<file path="src/rtl/ea_pkg.sv">
package ea_pkg;

    typedef enum logic [2:0] {
        ST_IDLE    = 3'd0,
        ST_RD_REQ  = 3'd1,
        ST_RD_TAKE = 3'd2,
        ST_WR_BACK = 3'd3,
        ST_FINISH  = 3'd4
    } ea_state_t;

endpackage

</file>
<file path="src/rtl/ea_page_form.sv">
module ea_page_form #(
    parameter int AW    = 12,
    parameter int OFF_W = 7
) (
    input  logic [AW-1:0] instr,
    input  logic [AW-1:0] fetch_addr,
    output logic [AW-1:0] page_addr,
    output logic          is_indirect
);
    localparam int PG_BIT  = OFF_W;
    localparam int IND_BIT = OFF_W + 1;
    localparam int HI_W    = AW - OFF_W;

    logic [HI_W-1:0] page_hi;

    always_comb begin
        page_hi     = instr[PG_BIT] ? fetch_addr[AW-1:OFF_W] : '0;
        page_addr   = {page_hi, instr[OFF_W-1:0]};
        is_indirect = instr[IND_BIT];
    end

endmodule

</file>
<file path="src/rtl/ea_autoinc.sv">
module ea_autoinc #(
    parameter int          AW       = 12,
    parameter int          WIN_LOG2 = 3,
    parameter logic [11:0] WIN_BASE = 12'o0010
) (
    input  logic [AW-1:0] ptr_addr,
    input  logic [AW-1:0] ptr_word,
    output logic          in_window,
    output logic [AW-1:0] ptr_next
);
    localparam int TAG_W = AW - WIN_LOG2;
    localparam logic [AW-1:0] BASE_AW = AW'(WIN_BASE);
    localparam logic [TAG_W-1:0] WIN_TAG = BASE_AW[AW-1:WIN_LOG2];

    always_comb begin
        in_window = (ptr_addr[AW-1:WIN_LOG2] == WIN_TAG);
        ptr_next  = ptr_word + AW'(1);
    end

endmodule

</file>
<file path="src/rtl/ea_ctrl.sv">
module ea_ctrl
    import ea_pkg::*;
(
    input  logic clk,
    input  logic rst_n,
    input  logic start,
    input  logic is_indirect,
    input  logic in_window,
    output logic accept,
    output logic ld_direct,
    output logic ld_read,
    output logic ld_inc,
    output logic ld_incval,
    output logic busy,
    output logic done,
    output logic mem_rd,
    output logic mem_wr
);
    ea_state_t state, state_nx;

    always_ff @(posedge clk or negedge rst_n) begin
        if (!rst_n) state <= ST_IDLE;
        else        state <= state_nx;
    end

    always_comb begin
        state_nx = state;
        unique case (state)
            ST_IDLE, ST_FINISH: begin
                if (start) state_nx = is_indirect ? ST_RD_REQ : ST_FINISH;
                else       state_nx = ST_IDLE;
            end
            ST_RD_REQ:  state_nx = ST_RD_TAKE;
            ST_RD_TAKE: state_nx = in_window ? ST_WR_BACK : ST_FINISH;
            ST_WR_BACK: state_nx = ST_FINISH;
            default:    state_nx = ST_IDLE;
        endcase
    end

    always_comb begin
        accept    = 1'b0;
        ld_direct = 1'b0;
        ld_read   = 1'b0;
        ld_inc    = 1'b0;
        ld_incval = 1'b0;
        busy      = 1'b0;
        done      = 1'b0;
        mem_rd    = 1'b0;
        mem_wr    = 1'b0;
        unique case (state)
            ST_IDLE, ST_FINISH: begin
                done      = (state == ST_FINISH);
                accept    = start;
                ld_direct = start && !is_indirect;
            end
            ST_RD_REQ: begin
                busy   = 1'b1;
                mem_rd = 1'b1;
            end
            ST_RD_TAKE: begin
                busy    = 1'b1;
                ld_inc  = in_window;
                ld_read = !in_window;
            end
            ST_WR_BACK: begin
                busy      = 1'b1;
                mem_wr    = 1'b1;
                ld_incval = 1'b1;
            end
            default: ;
        endcase
    end


    rd_wr_excl_chk: assert property (@(posedge clk) disable iff (!rst_n)
        $onehot0({mem_rd, mem_wr}));


    busy_done_excl_chk: assert property (@(posedge clk) disable iff (!rst_n)
        !(busy && done));


    read_then_take_chk: assert property (@(posedge clk) disable iff (!rst_n)
        mem_rd |=> (busy && !mem_rd && !done));


    write_then_done_chk: assert property (@(posedge clk) disable iff (!rst_n)
        mem_wr |=> done);


    done_pulse_chk: assert property (@(posedge clk) disable iff (!rst_n)
        done |=> (!done || $past(start)));

endmodule

</file>
<file path="src/rtl/ea_unit.sv">
module ea_unit #(
    parameter int          AW       = 12,
    parameter int          OFF_W    = 7,
    parameter int          WIN_LOG2 = 3,
    parameter logic [11:0] WIN_BASE = 12'o0010
) (
    input  logic          clk,
    input  logic          rst_n,
    input  logic          start,
    input  logic [AW-1:0] instr,
    input  logic [AW-1:0] fetch_addr,
    output logic          busy,
    output logic          done,
    output logic [AW-1:0] eff_addr,
    output logic [AW-1:0] mem_addr,
    output logic          mem_rd,
    output logic          mem_wr,
    output logic [AW-1:0] mem_wdata,
    input  logic [AW-1:0] mem_rdata
);
    logic [AW-1:0] page_addr;
    logic          is_indirect;
    logic [AW-1:0] ptr_addr_q;
    logic [AW-1:0] inc_q;
    logic [AW-1:0] ptr_next;
    logic          in_window;
    logic          accept, ld_direct, ld_read, ld_inc, ld_incval;

    ea_page_form #(.AW(AW), .OFF_W(OFF_W)) u_form (
        .instr       (instr),
        .fetch_addr  (fetch_addr),
        .page_addr   (page_addr),
        .is_indirect (is_indirect)
    );

    ea_autoinc #(.AW(AW), .WIN_LOG2(WIN_LOG2), .WIN_BASE(WIN_BASE)) u_inc (
        .ptr_addr  (ptr_addr_q),
        .ptr_word  (mem_rdata),
        .in_window (in_window),
        .ptr_next  (ptr_next)
    );

    ea_ctrl u_ctrl (
        .clk         (clk),
        .rst_n       (rst_n),
        .start       (start),
        .is_indirect (is_indirect),
        .in_window   (in_window),
        .accept      (accept),
        .ld_direct   (ld_direct),
        .ld_read     (ld_read),
        .ld_inc      (ld_inc),
        .ld_incval   (ld_incval),
        .busy        (busy),
        .done        (done),
        .mem_rd      (mem_rd),
        .mem_wr      (mem_wr)
    );

    always_ff @(posedge clk or negedge rst_n) begin
        if (!rst_n) begin
            ptr_addr_q <= '0;
            inc_q      <= '0;
            eff_addr   <= '0;
        end else begin
            if (accept)    ptr_addr_q <= page_addr;
            if (ld_inc)    inc_q      <= ptr_next;
            if (ld_direct) eff_addr   <= page_addr;
            if (ld_read)   eff_addr   <= mem_rdata;
            if (ld_incval) eff_addr   <= inc_q;
        end
    end

    always_comb begin
        mem_addr  = ptr_addr_q;
        mem_wdata = inc_q;
    end


    wb_plus_one_chk: assert property (@(posedge clk) disable iff (!rst_n)
        mem_wr |-> (mem_wdata == AW'($past(mem_rdata) + AW'(1))));


    wb_same_addr_chk: assert property (@(posedge clk) disable iff (!rst_n)
        mem_wr |-> $stable(mem_addr));


    wb_window_chk: assert property (@(posedge clk) disable iff (!rst_n)
        mem_wr |-> (mem_addr[AW-1:WIN_LOG2] == WIN_BASE[AW-1:WIN_LOG2]));


    eff_hold_chk: assert property (@(posedge clk) disable iff (!rst_n)
        !done |-> $stable(eff_addr));


    wb_result_chk: assert property (@(posedge clk) disable iff (!rst_n)
        $past(mem_wr) |-> (eff_addr == $past(mem_wdata)));

endmodule

</file>
<file path="config.mk">
export PLATFORM = sky130hd
export DESIGN_NAME = ea_unit
export DESIGN_NICKNAME = d
export VERILOG_FILES = /design/src/rtl/ea_pkg.sv /design/src/rtl/ea_page_form.sv /design/src/rtl/ea_autoinc.sv /design/src/rtl/ea_ctrl.sv /design/src/rtl/ea_unit.sv
export SDC_FILE = /design/constraint.sdc
export NUM_CORES = 1
export LEC_CHECK = 0
export BUFFER_PORTS_ARGS = -buffer_cell sky130_fd_sc_hd__buf_2
export CAP_MARGIN = 20
export CORE_MARGIN = 5
export CORE_UTILIZATION = 52
export DETAILED_ROUTE_END_ITERATION = 10
export PLACE_DENSITY = 0.89
export SLEW_MARGIN = 20
export SYNTH_ARGS = -nofsm -noshare
export SYNTH_HDL_FRONTEND = slang
export SYNTH_SLANG_ARGS = --single-unit
</file>
<file path="constraint.sdc">
create_clock -name clk -period 4.58 [get_ports clk]
set_input_delay 0.687 -clock clk [delete_from_list [all_inputs] [get_ports clk]]
set_output_delay 0.687 -clock clk [all_outputs]
set_load 0.05 [all_outputs]
</file>
==> flow_metrics.py <==
metrics = {
    "outcome": {
        "status": "finished clean",
    },
    "logic_synthesis": {
        "netlist_instances": 178,
        "synth-async-reset-ratio": 1.00,
        "synth_top_area_cell": "dfrtp_1",
        "netlist_area_um2": 1980,
        "ys_top_cells_by_area": "dfrtp_1 (49%), mux2_2 (6.8%), mux2i_1 (5.5%)",
        "synth.net_count": 218,
        "yosysWarnings": 0,
        "syn_avg_cell_area_um2": 11.1,
        "synth_ff_type": "dfrtp_1",
        "synth.top_cell.area_share": 0.492,
        "synth-seq-cells": 39,
        "seq_area_frac_synth": 0.492,
        "synth_edf_count": 0,
        "synth.distinct_cells": 34,
    },
    "timing": {
        "final-max-slew-violation-count": 0,
        "worstMarginPinSlew_ps": 855,
        "fin_ws_ps": 2150,
        "setup_viol": 0,
        "hold_slack_ps": 499,
        "final.period_utilization": 0.530,
        "hold_viol": 0,
        "max_freq_ghz": 0.412,
        "grt_setup_unrepaired": "no",
        "fin_setup_tns_ps": 0,
        "relSlewSlack": 0.430,
        "min_period_ps": 2430,
        "skew_ps": 9.40,
    },
    "floorplanning": {
        "dieArea_um2": 5150,
        "io_pins": 79,
        "die-width_um": 71.8,
        "fp-row-count": 22,
        "dieHeight_um": 71.8,
        "start_util": 0.538,
        "coreArea_um2": 3690,
    },
    "critical_path": {
        "critPathMaxFanout": 15,
        "crit_family": "simple AND/OR/NAND/NOR gates",
        "path_class": "reg -> out",
        "cp_cell_sequence": "nand3b_1 > inv_1 > buf_2",
        "cp_slowest_cell": "nand3b_1",
        "crit_required_ps": 3890,
        "startpoint_type": "flop",
        "cp.arrival_ps": 1740,
        "cp-end-kind": "output pin",
        "max_stage_delay_ps": 570,
        "cp_num_buf_inv": 2,
    },
    "placed_design": {
        "hpwlAfterDp_um": 3540,
        "dp.cells": 284,
        "globalplace.congestion": 0.764,
        "post_dp_cell_area_um2": 2320,
        "portBuffers": 68,
        "place_ws_ps": 2030,
    },
    "route": {
        "drt-total-wl_um": 4750,
        "routedWlPerCell_um": 16.3,
        "viasPerCell": 5.62,
        "dr_total_vias": 1641,
        "drt_first_pass_iters": 6,
        "drt-initial-drc-count": 91,
        "ant_nets": 0,
        "drc": 0,
    },
    "cells_and_area": {
        "syn_to_final_growth_pct": 23.7,
        "antennaDiodeCount": 0,
        "register_area_um2": 976,
        "final_net_count": 283,
        "multiInputGateArea_um2": 920,
        "final.fill_count": 308,
        "stdcell_count": 292,
        "drive_above_1_share": 0.426,
        "fin_area_um2": 2450,
    },
    "pwr": {
        "p_leak_uw": 0.00120,
        "pwr_density_cell_nw_per_um2": 541,
        "ir_worst_vdd_mv": 0.300,
    },
    "global_route": {
        "overflow": 0,
        "busiest_layer": "met2",
        "grt.total_usage": 0.196,
        "first_global_vias": 1585,
        "antenna_found_initial": 0,
        "grt_max_degree": 40,
        "grt_use_met2": 0.303,
        "use_met1": 0.262,
        "grt_pass1_wl_um": 7820,
        "gr-usage-met3": 0.0407,
    },
    "clock_tree": {
        "clkTransAtPathRegs_ps": 80,
        "ctsHoldBuffers": 0,
        "post-cts-setup-buffer-count": 0,
        "h-tree-depth": 2,
        "tritoncts": "built",
        "cts_resized": 0,
        "cts_buffer_depth": 2,
        "cts_made_buffers": 5,
        "cts_root_buf": "clkbuf_8",
        "insertion_delay_ps": 290,
        "clock-sinks": 39,
    },
    "run": {
        "maxCapViolations": 0,
    },
    "worst_hold_path": {
        "hold_class": "in -> async",
    },
}
-- worst register-to-register path: cells and delay by family (launching register included) --
kind	cells	cell delay, ps
buf+inv	1	250
simple gates	1	670
flops	1	430
compound gates	3	800
-- layout make-up --
class / instances / area share
clock buffer: 6 / 0.0296
clock inverter: 2 / 0.0245
inverter: 3 / 0.00459
multi-input combinational: 124 / 0.375
sequential: 39 / 0.398
tap: 48 / 0.0245
timing repair buffer: 70 / 0.145
-- where the power goes --
part	switching (µW)	total (µW)	internal [µW]
combinational	385	525	140
sequential	47.6	465	417
clock	120	337	218
-- final timing paths --
| check | start | endpoint | slack (ps) | depth (start not counted) |
|---|---|---|---|---|
| min | rst_n | mem_addr[2] | 500 | 1 |
| min in group clk | mem_wdata[10] | mem_wdata[10] | 500 | 2 |
| max in group asynchronous | rst_n | mem_addr[7] | 3530 | 1 |
| min reg2reg | mem_wdata[10] | mem_wdata[10] | 500 | 2 |
| max | u_ctrl.state[2] | mem_wr | 2150 | 3 |
| max reg2reg | u_ctrl.state[1] | eff_addr[8] | 2290 | 5 |
-- layer usage --
metal  vias up  wire length (µm)
met5         -                 0
met4         0                81
met3         5               357
met2        64              2320
met1       789              1990
li1        783                 -
-- metrics by stage --
step | utilization | power, µW
floorplan | - | 865
global route | 0.666 | 1380
global placement | 0.630 | 989
CTS | 0.666 | 1340
finish | 0.666 | 1330
detailed placement | 0.630 | 1000
-- state kept, by name, indices dropped and copies added (netlist names) --
register and count:
eff_addr 12, mem_addr 12, mem_wdata 12, u_ctrl.state 3
-- synth_stat cells, drive strengths merged, types with 3 or more instances --
master,n
nor2,4
nand2,16
xor2,4
dfrtp,39
or3b,3
a21oi,12
and2,6
buf,6
nand4,3
mux2,13
o21ai,13
nand3,5
xnor2,6
inv,3
clkbuf,6
o32ai,12
mux2i,11
-- cell usage in the layout, fill, tap and decap left out, drive strengths merged, types with 3 or more instances in the layout --
master / netlist / final
dfrtp: 39 / 39
nand2: 16 / 16
o21ai: 13 / 13
or3b: 3 / 3
o32ai: 12 / 12
nor2: 4 / 4
inv: 3 / 3
nand4: 3 / 3
and2: 6 / 6
nand3: 5 / 5
xor2: 4 / 4
xnor2: 6 / 6
mux2i: 11 / 11
buf: 6 / 70
a21oi: 12 / 12
clkbuf: 6 / 6
mux2: 13 / 13
-- cell families (layout without fill, tap and decap cells) --
| group | Yosys count | count (layout) | share of synthesized area |
|---|---|---|---|
| AOI/OAI and AO/OA | 40 | 40 | 0.144 |
| muxes | 24 | 24 | 0.131 |
| DFF | 39 | 39 | 0.492 |
| adders and majority gates | 1 | 1 | 0.00630 |
| and+or+nand+nor | 49 | 49 | 0.137 |
| xor gates and xnor gates | 10 | 10 | 0.0441 |
| buffers and inverters | 15 | 81 | 0.0448 |
Power figures use the tool's default switching activity.
